--- src/rtl/pfifo_pkg.sv ---
package pfifo_pkg;
  typedef enum logic [1:0] {
    SEL_X1 = 2'b00,
    SEL_X2 = 2'b01,
    SEL_X3 = 2'b10,
    SEL_X4 = 2'b11
  } pfifo_sel_e;
endpackage

--- src/rtl/pfifo_startup.sv ---
module pfifo_startup #(
  parameter int EDGES = 2
) (
  input  logic clk_i,
  input  logic rst_ni,
  output logic ready_o
);
  localparam int CW = $clog2(EDGES + 1);

  logic [CW-1:0] cnt_q;

  always_ff @(posedge clk_i or negedge rst_ni) begin
    if (!rst_ni)                      cnt_q <= '0;
    else if (cnt_q != CW'(EDGES))     cnt_q <= cnt_q + 1'b1;
  end

  assign ready_o = (cnt_q == CW'(EDGES));

  // once open, writes stay allowed until the next reset
  a_r2_ready_sticky: assert property (@(posedge clk_i) disable iff (!rst_ni)
    ready_o |=> ready_o);
endmodule

--- src/rtl/pfifo_offset.sv ---
module pfifo_offset
  import pfifo_pkg::*;
#(
  parameter int CNT_W = 7,
  parameter int STEP  = 4
) (
  input  logic             clk_i,
  input  logic             rst_ni,
  input  logic [1:0]       sel_i,
  output logic [CNT_W-1:0] off_o
);
  logic [CNT_W-1:0] dec;
  logic [CNT_W-1:0] off_q;

  always_comb begin
    unique case (pfifo_sel_e'(sel_i))
      SEL_X1:  dec = CNT_W'(STEP * 1);
      SEL_X2:  dec = CNT_W'(STEP * 2);
      SEL_X3:  dec = CNT_W'(STEP * 3);
      default: dec = CNT_W'(STEP * 4);
    endcase
  end

  // loads every edge while reset is held; the last value before release is kept
  always_ff @(posedge clk_i) begin
    if (!rst_ni) off_q <= dec;
  end

  assign off_o = off_q;

  // threshold frozen while out of reset
  a_r3_offset_hold: assert property (@(posedge clk_i) disable iff (!rst_ni)
    rst_ni |=> $stable(off_q));
endmodule

--- src/rtl/pfifo_mem.sv ---
module pfifo_mem #(
  parameter int DATA_W = 36,
  parameter int ADDR_W = 6
) (
  input  logic              clk_i,
  input  logic              we_i,
  input  logic [ADDR_W-1:0] waddr_i,
  input  logic [DATA_W-1:0] wdata_i,
  input  logic [ADDR_W-1:0] raddr_i,
  output logic [DATA_W-1:0] rdata_o
);
  localparam int DEPTH = 1 << ADDR_W;

  logic [DATA_W-1:0] mem_q [DEPTH];

  always_ff @(posedge clk_i) begin
    if (we_i) mem_q[waddr_i] <= wdata_i;
  end

  assign rdata_o = mem_q[raddr_i];
endmodule

--- src/rtl/pfifo_ctrl.sv ---
module pfifo_ctrl #(
  parameter int DEPTH = 64
) (
  input  logic                       clk_i,
  input  logic                       rst_ni,
  input  logic                       wr_en_i,
  input  logic                       rd_en_i,
  input  logic                       ready_i,
  input  logic [$clog2(DEPTH):0]     off_i,
  output logic                       wr_ok_o,
  output logic                       rd_ok_o,
  output logic [$clog2(DEPTH)-1:0]   waddr_o,
  output logic [$clog2(DEPTH)-1:0]   raddr_o,
  output logic                       full_no,
  output logic                       afull_no,
  output logic                       empty_no,
  output logic                       aempty_no
);
  localparam int ADDR_W = $clog2(DEPTH);
  localparam int CNT_W  = ADDR_W + 1;
  localparam logic [CNT_W-1:0] DEPTH_C = CNT_W'(DEPTH);

  // pointers carry a wrap bit so each side keeps its own register
  logic [CNT_W-1:0] wr_ptr_q, rd_ptr_q;
  logic [CNT_W-1:0] count;

  assign count     = wr_ptr_q - rd_ptr_q;
  assign full_no   = ready_i & (count != DEPTH_C);
  assign empty_no  = (count != '0);
  assign aempty_no = (count > off_i);
  assign afull_no  = ((DEPTH_C - count) > off_i);

  assign wr_ok_o = wr_en_i & full_no;
  assign rd_ok_o = rd_en_i & empty_no;
  assign waddr_o = wr_ptr_q[ADDR_W-1:0];
  assign raddr_o = rd_ptr_q[ADDR_W-1:0];

  always_ff @(posedge clk_i or negedge rst_ni) begin
    if (!rst_ni) begin
      wr_ptr_q <= '0;
      rd_ptr_q <= '0;
    end else begin
      if (wr_ok_o) wr_ptr_q <= wr_ptr_q + 1'b1;
      if (rd_ok_o) rd_ptr_q <= rd_ptr_q + 1'b1;
    end
  end

  a_r10_no_overflow: assert property (@(posedge clk_i) disable iff (!rst_ni)
    count <= DEPTH_C);
  a_r6_full_blocks_write: assert property (@(posedge clk_i) disable iff (!rst_ni)
    (!full_no && wr_en_i) |=> wr_ptr_q == $past(wr_ptr_q));
  a_r7_empty_blocks_read: assert property (@(posedge clk_i) disable iff (!rst_ni)
    (!empty_no && rd_en_i) |=> rd_ptr_q == $past(rd_ptr_q));
  a_r8_empty_implies_aempty: assert property (@(posedge clk_i) disable iff (!rst_ni)
    !empty_no |-> !aempty_no);
  a_r9_full_implies_afull: assert property (@(posedge clk_i) disable iff (!rst_ni)
    (ready_i && !full_no) |-> !afull_no);
  a_r11_both_keep_count: assert property (@(posedge clk_i) disable iff (!rst_ni)
    (wr_ok_o && rd_ok_o) |=> count == $past(count));
endmodule

--- src/rtl/pfifo_top.sv ---
module pfifo_top #(
  parameter int DATA_W        = 36,
  parameter int DEPTH         = 64,
  parameter int OFF_STEP      = 4,
  parameter int STARTUP_EDGES = 2
) (
  input  logic              clk_i,
  input  logic              rst_ni,
  input  logic [1:0]        fsel_i,
  input  logic              wr_en_i,
  input  logic [DATA_W-1:0] wr_data_i,
  output logic              full_no,
  output logic              afull_no,
  input  logic              rd_en_i,
  output logic [DATA_W-1:0] rd_data_o,
  output logic              empty_no,
  output logic              aempty_no
);
  localparam int ADDR_W = $clog2(DEPTH);
  localparam int CNT_W  = ADDR_W + 1;

  logic              ready;
  logic [CNT_W-1:0]  off;
  logic              wr_ok, rd_ok;
  logic [ADDR_W-1:0] waddr, raddr;
  logic [DATA_W-1:0] mem_rdata;
  logic [DATA_W-1:0] rd_data_q;

  pfifo_startup #(.EDGES(STARTUP_EDGES)) u_startup (
    .clk_i(clk_i), .rst_ni(rst_ni), .ready_o(ready)
  );

  pfifo_offset #(.CNT_W(CNT_W), .STEP(OFF_STEP)) u_offset (
    .clk_i(clk_i), .rst_ni(rst_ni), .sel_i(fsel_i), .off_o(off)
  );

  pfifo_ctrl #(.DEPTH(DEPTH)) u_ctrl (
    .clk_i(clk_i), .rst_ni(rst_ni), .wr_en_i(wr_en_i), .rd_en_i(rd_en_i),
    .ready_i(ready), .off_i(off), .wr_ok_o(wr_ok), .rd_ok_o(rd_ok),
    .waddr_o(waddr), .raddr_o(raddr), .full_no(full_no), .afull_no(afull_no),
    .empty_no(empty_no), .aempty_no(aempty_no)
  );

  pfifo_mem #(.DATA_W(DATA_W), .ADDR_W(ADDR_W)) u_mem (
    .clk_i(clk_i), .we_i(wr_ok), .waddr_i(waddr), .wdata_i(wr_data_i),
    .raddr_i(raddr), .rdata_o(mem_rdata)
  );

  always_ff @(posedge clk_i or negedge rst_ni) begin
    if (!rst_ni)    rd_data_q <= '0;
    else if (rd_ok) rd_data_q <= mem_rdata;
  end

  assign rd_data_o = rd_data_q;

  // output register moves only on an accepted read
  a_r5_rdata_hold: assert property (@(posedge clk_i) disable iff (!rst_ni)
    !(rd_en_i && empty_no) |=> $stable(rd_data_o));
endmodule

--- config.mk ---
export PLATFORM = sky130hd
export DESIGN_NAME = pfifo_top
export DESIGN_NICKNAME = d
export VERILOG_FILES = /design/src/rtl/pfifo_pkg.sv /design/src/rtl/pfifo_startup.sv /design/src/rtl/pfifo_offset.sv /design/src/rtl/pfifo_mem.sv /design/src/rtl/pfifo_ctrl.sv /design/src/rtl/pfifo_top.sv
export SDC_FILE = /design/constraint.sdc
export NUM_CORES = 2
export LEC_CHECK = 0
export ABC_AREA = 1
export BUFFER_PORTS_ARGS = -buffer_cell sky130_fd_sc_hd__buf_2
export CORE_MARGIN = 3
export CORE_UTILIZATION = 40
export CTS_CLUSTER_SIZE = 28
export DETAILED_ROUTE_END_ITERATION = 8
export SYNTH_ARGS = -nofsm -noshare
export SYNTH_HDL_FRONTEND = slang
export SYNTH_SLANG_ARGS = --single-unit
--- constraint.sdc ---
create_clock -name clk_i -period 5.7 [get_ports clk_i]
set_input_delay 0.57 -clock clk_i [delete_from_list [all_inputs] [get_ports clk_i]]
set_output_delay 0.57 -clock clk_i [all_outputs]
set_load 0.02 [all_outputs]
Word-level counts from Yosys, hierarchy flattened --
Memory sizes are Yosys's and may differ from the RTL's. A register that Yosys moved wholly into a read port is not among the register bits. Index checks and enable logic that the tools add are counted.
Word-level totals: word-level logic and storage cells 26, output and inout port bits 40, input port bits 42, memories 1, bits in registers 23, bits in writable memories 2304
Operators by class: multiplexer cells 3, $add $sub $neg 5, order comparisons 2, reduce and logical (&&, ||, !) cells 3, equality and inequality tests 5, bitwise logic cells 3
Memories:
- u_mem.mem_q | words 64, bits a word 36, rd ports 1, clocked after memory_dff 1, wr ports 1, RTL line pfifo_mem.sv:14 | logic [DATA_W-1:0] mem_q [DEPTH];
Operator list (count):
- $pmux 5 s3 | 1
- $add 7x1->7 const B | 2
- $gt 7x7->1 | 2
- $ne 7x7->1 const B | 1
- $reduce_bool 7->1 | 1
- $sub 7x7->7 | 1
- $sub 7x7->7 const A | 1
- $eq 2x2->1 const B | 2
- $and 1x1->1 | 3
- $add 2x1->2 const B | 1
- $eq 2x1->1 const B | 1
- $logic_not 2->1 | 1
- $mux 1 | 2
- $ne 2x2->1 const B | 1
- $logic_not 1->1 | 1

Logic depth before layout (Yosys ltp) --
word-level depth 6, gate-level depth with buffers 18, mapped depth without buffers 15

Cells and area by module --
Synthesis repeated with hierarchy kept, for this count alone.
Second synthesis, totals: cells, all modules 7985, area, all modules 95721.8 µm²
By module, submodules not included:
- pfifo_mem | area each 92287.3 µm², seq. area each 69186.4 µm², times used 1, cells an instance 7563
- pfifo_ctrl | area each 1729.2 µm², seq. area each 350.3 µm², times used 1, cells an instance 242
- pfifo_top | area each 1418.9 µm², seq. area each 900.9 µm², times used 1, cells an instance 152
- pfifo_offset | area each 183.9 µm², seq. area each 90.1 µm², times used 1, cells an instance 17
- pfifo_startup | area each 102.6 µm², seq. area each 50.0 µm², times used 1, cells an instance 11

Least setup slack after synthesis --
OpenSTA, ideal clock, no wires.
path type flip-flop to flip-flop, start point register u_ctrl.rd_ptr_q[2], end point memory u_mem.mem_q[0][0], enable pin, path buffers 3, setup time 0.429 ns, data required time 5.271 ns, clock period less this slack 4.409 ns, cell stages (with the launch flop) 13, slack 1.291 ns, arrival time 3.979 ns, cells stage by stage dfrtp_1 buf_2 inv_2 clkbuf_1 buf_1 ha_1 xor2_1 nor2_1 nand3_1 nor2_1 nand3_2 nand4_1 nor2_1
Between the ends: longest elaborated chain between the ends 6
RTL lines:
- from (decl) | RTL line pfifo_ctrl.sv:24 | logic [CNT_W-1:0] wr_ptr_q, rd_ptr_q;
- from (signal assigned) | RTL line pfifo_ctrl.sv:44 | if (rd_ok_o) rd_ptr_q <= rd_ptr_q + 1'b1;
- $sub 7x7->7 | RTL line pfifo_ctrl.sv:27 | assign count = wr_ptr_q - rd_ptr_q;
- $ne 7x7->1 | RTL line pfifo_ctrl.sv:28 | assign full_no = ready_i & (count != DEPTH_C);
- $and 1x1->1 | RTL line pfifo_ctrl.sv:28
- $and 1x1->1 | RTL line pfifo_ctrl.sv:33 | assign wr_ok_o = wr_en_i & full_no;
- $mux 1 | RTL line pfifo_mem.sv:17 | if (we_i) mem_q[waddr_i] <= wdata_i;
- $mux 1 (not written as such) | RTL line pfifo_mem.sv:17
- to (decl) | RTL line pfifo_mem.sv:14
No other way between the ends.

Final worst setup path --
start point register u_ctrl.rd_ptr_q[1], end point output afull_no
Between the ends: longest elaborated chain between the ends 3
RTL lines:
- $sub 7x7->7 | RTL line pfifo_ctrl.sv:27
- $sub 7x7->7 | RTL line pfifo_ctrl.sv:31 | assign afull_no = ((DEPTH_C - count) > off_i);
- $gt 7x7->1 | RTL line pfifo_ctrl.sv:31
- to (decl) | RTL line pfifo_top.sv:13 | output logic afull_no,
No other way between the ends.

==> run_results.csv <==
group,metric,value,unit
power,switching_share,37.2,%
placed_design,dpl_worst_slack,1.15,ns
clock_network,numCtsBuffers,235,
power,clockPowerShare,29.5,%
critical_path,critPathCaptureType,"output pin",
floorplan,start_util,40.3,%
layout,area_delta_synth_final,11.4,%
layout,multiInputGateArea,23400,um2
clock_network,cts_tree,"yes",
floorplan,die_h,507,um
synthesis,ys_ff_latch,2359,
layout,n_fill_cell,22900,
routing,drc_errors,0,
sta,slew_headroom,7.82,%
routing,wl,298000,um
global_routing,gr-total-overflow,0,
clock_network,cts.clk_slew.worst_paths,0.06,ns
routing,drt_iter0_markers,7567,
power,power_frac_seq,39.4,%
clock_network,cts.sinks,2359,
synthesis,synth_area_per_cell,10.5,um2
clock_network,ctsResizeCount,0,
floorplan,num_io_pins,82,
global_routing,grt_pass1_vias,64100,
global_routing,grt_max_degree,192,
placed_design,dpl.hpwl,171000,um
sta,worst_slack,1.04,ns
routing,drt.antenna.violating_nets,0,
routing,post_drt_via_cell_ratio,5.16,
global_routing,grt_pass1_wl,436000,um
flow_run,maxCapViolations,0,
min_path,hold_class,"input port to register",
clock_network,h-tree-depth,4,
power,p_leak,44.6,nW
routing,first_pass_iters,6,
synthesis,synthesis.nets,9594,
sta,clock-skew-final,0.0583,ns
sta,rsz0062_at_grt,"no",
layout,mostFrequentLayoutCells,"nand2_1 (3050), edfxtp_1 (2307), inv_1 (1174)",
layout,fin_nets,9546,
power,cellPowerDensity,456,nW/um2
synthesis,syn_area,100000,um2
clock_network,clkLatencyLatePin,0.92,ns
critical_path,path_class,"register to output pin",
floorplan,core.rowCount,183,
sta,slew_violations,0,
sta,fin_setup_tns,0,ns
power,p_int,32.0,mW
floorplan,coreArea,249000,um2
sta,tightest_slew,1.38,ns
clock_network,ctsHoldBuffers,7,
synthesis,yosysSeqAreaShare,70.4,%
power,power.switching,18.9,mW
clock_network,post_cts.repair.setup_buffers,0,
sta,fmax,215,MHz
placed_design,gp_congestion,0.866,
power,power_frac_comb,31.1,%
placed_design,io_buffers,81,
critical_path,worst_ep_arrival_time,4.09,ns
sta,period_share,81.7,%
clock_network,cts_root_buf,"clkbuf_16",
synthesis,synth_cells,9533,
layout,final_common_cell,"nand2_1",
routing,vias,67200,
synthesis,yosys_warnings,0,
power,peakVddDrop,0.000455,V
clock_network,cts_buffer_depth,3,
sta,holdWs,0.0645,ns
sta,layout_min_cycle_time,4.66,ns
critical_path,path_max_fanout,69,
critical_path,critPathLaunchType,"register",
global_routing,grt_usage,22.8,%
global_routing,antenna_found_initial,10,
routing,routedWlPerCell,22.9,um
sta,finalSetupViolCount,0,
layout,drive_above_1_share,6.58,%
floorplan,fp.dieArea,257000,um2
sta,hold_viol_final,0,
floorplan,die_x,507,um
critical_path,required,5.13,ns
status,status,"complete, no violations",
synthesis,ys_types,31,
layout,seq_area,70600,um2
## synth_stat cells
cell      count  share of area (%)
a21o_1        1             0.0075
a21oi_1      92               0.46
buf_1        73               0.27
buf_2       172               0.86
buf_4        32               0.24
buf_6         9               0.10
clkbuf_1    212               0.79
clkinv_1      2             0.0075
dfrtp_1      52                1.3
edfxtp_1   2307                 69
fa_1          1              0.020
ha_1         18               0.22
inv_1      1178                4.4
inv_2         2             0.0075
inv_4         1             0.0062
nand2_1    3051                 11
nand2_2       1             0.0062
nand3_1    1025                5.1
nand3_2       2              0.020
nand3b_1      1             0.0075
nand4_1      16               0.10
nor2_1      859                3.2
nor3_1        1             0.0050
nor4_2        1              0.012
o211ai_1     17               0.13
o21ai_0     350                1.7
o21ai_1       7              0.035
o22ai_1       1             0.0062
or2_2        33               0.21
xnor2_1       6              0.052
xor2_1       10              0.087
## cells by family (layout without fill, tap and decap cells)
group | after synthesis | after routing | share of synthesized area (%)
AO/OA/AOI/OAI | 468 | 468 | 2.38
XOR/XNOR | 16 | 16 | 0.140
adder cells (fa/ha/maj) | 19 | 19 | 0.245
buffers and inverters | 1681 | 1830 | 6.70
flip-flops | 2359 | 2359 | 70.4
other | 0 | 6 | 0
AND/OR/NAND/NOR | 4990 | 4990 | 20.1
## layout make-up
class,count,share of cell area (%)
inverters,1183,4.01
well taps,3330,3.73
clock buffers,308,5.62
multi-input cells,5493,21.0
flip-flops and latches,2359,63.2
clock inverters,126,0.939
repair buffers,213,1.50
diodes,6,0.0134
## layer usage
layer | wire length [um] | vias up | share of wire (%) | GRT usage (%)
li1 | - | 31000 | - | -
met1 | 120000 | 32900 | 40 | 30.3
met2 | 146000 | 2738 | 49 | 38.2
met3 | 20000 | 501 | 6.7 | 2.72
met4 | 12500 | 4 | 4.2 | 9.13
met5 | 34 | - | 0.011 | 0
## final timing paths
kind | end | startpoint | depth (start not counted) | slack, ns
min reg2reg | u_startup.cnt_q[0] | u_startup.cnt_q[0] | 1 | 0.48
max reg2reg | u_mem.mem_q[62][27] | u_ctrl.wr_ptr_q[0] | 12 | 1.04
min in group asynchronous | rd_data_o[12] | rst_ni | 2 | 0.30
max | afull_no | u_ctrl.rd_ptr_q[1] | 14 | 1.04
max in group asynchronous | u_ctrl.rd_ptr_q[4] | rst_ni | 3 | 4.13
min | u_mem.mem_q[44][29] | wr_data_i[29] | 1 | 0.06
## critical path, cell delays in order, from the launching register on
cell and delay, ns:
dfrtp_4 0.53, inv_8 0.41, fa_1 0.50, inv_1 0.10, nand2_1 0.10, nor2_1 0.12, nand3_1 0.15, xnor2_1 0.19
inv_1 0.06, ha_1 0.29, nand2_1 0.07, o21ai_0 0.12, o21ai_0 0.09, nand2_1 0.20, buf_2 0.22
## power by group through the flow
stage                     Sequential [mW]  Combinational, mW  Clock (mW)
after floorplan                      20.3               9.63           0
after global placement               20.4               15.8           0
after detailed placement             20.4               15.7           0
after CTS                            20.1               15.8        15.2
after global routing                 20.1               17.2        15.9
final                                20.1               15.8        15.0
## registers in the layout, summed over array words and instances (netlist names)
name and cells:
u_mem.mem_q 2304, u_ctrl.rd_ptr_q 7, u_offset.off_o 3, rd_data_o 36, u_startup.cnt_q 2, u_ctrl.wr_ptr_q 7
## through the flow
| step | std cells | total power, mW | util [%] | instance area, um2 |
|---|---|---|---|---|
| after global placement | 12600 | 36.2 | 41.9 | 104000 |
| after CTS | 13000 | 51.1 | 44.9 | 112000 |
| after floorplan | 9533 | 30.0 | - | 100000 |
| final | 13000 | 50.9 | 44.9 | 112000 |
| after detailed placement | 12600 | 36.2 | 41.9 | 104000 |
| after global routing | 13000 | 53.2 | 44.9 | 112000 |
(Power assumes the default switching activity.)
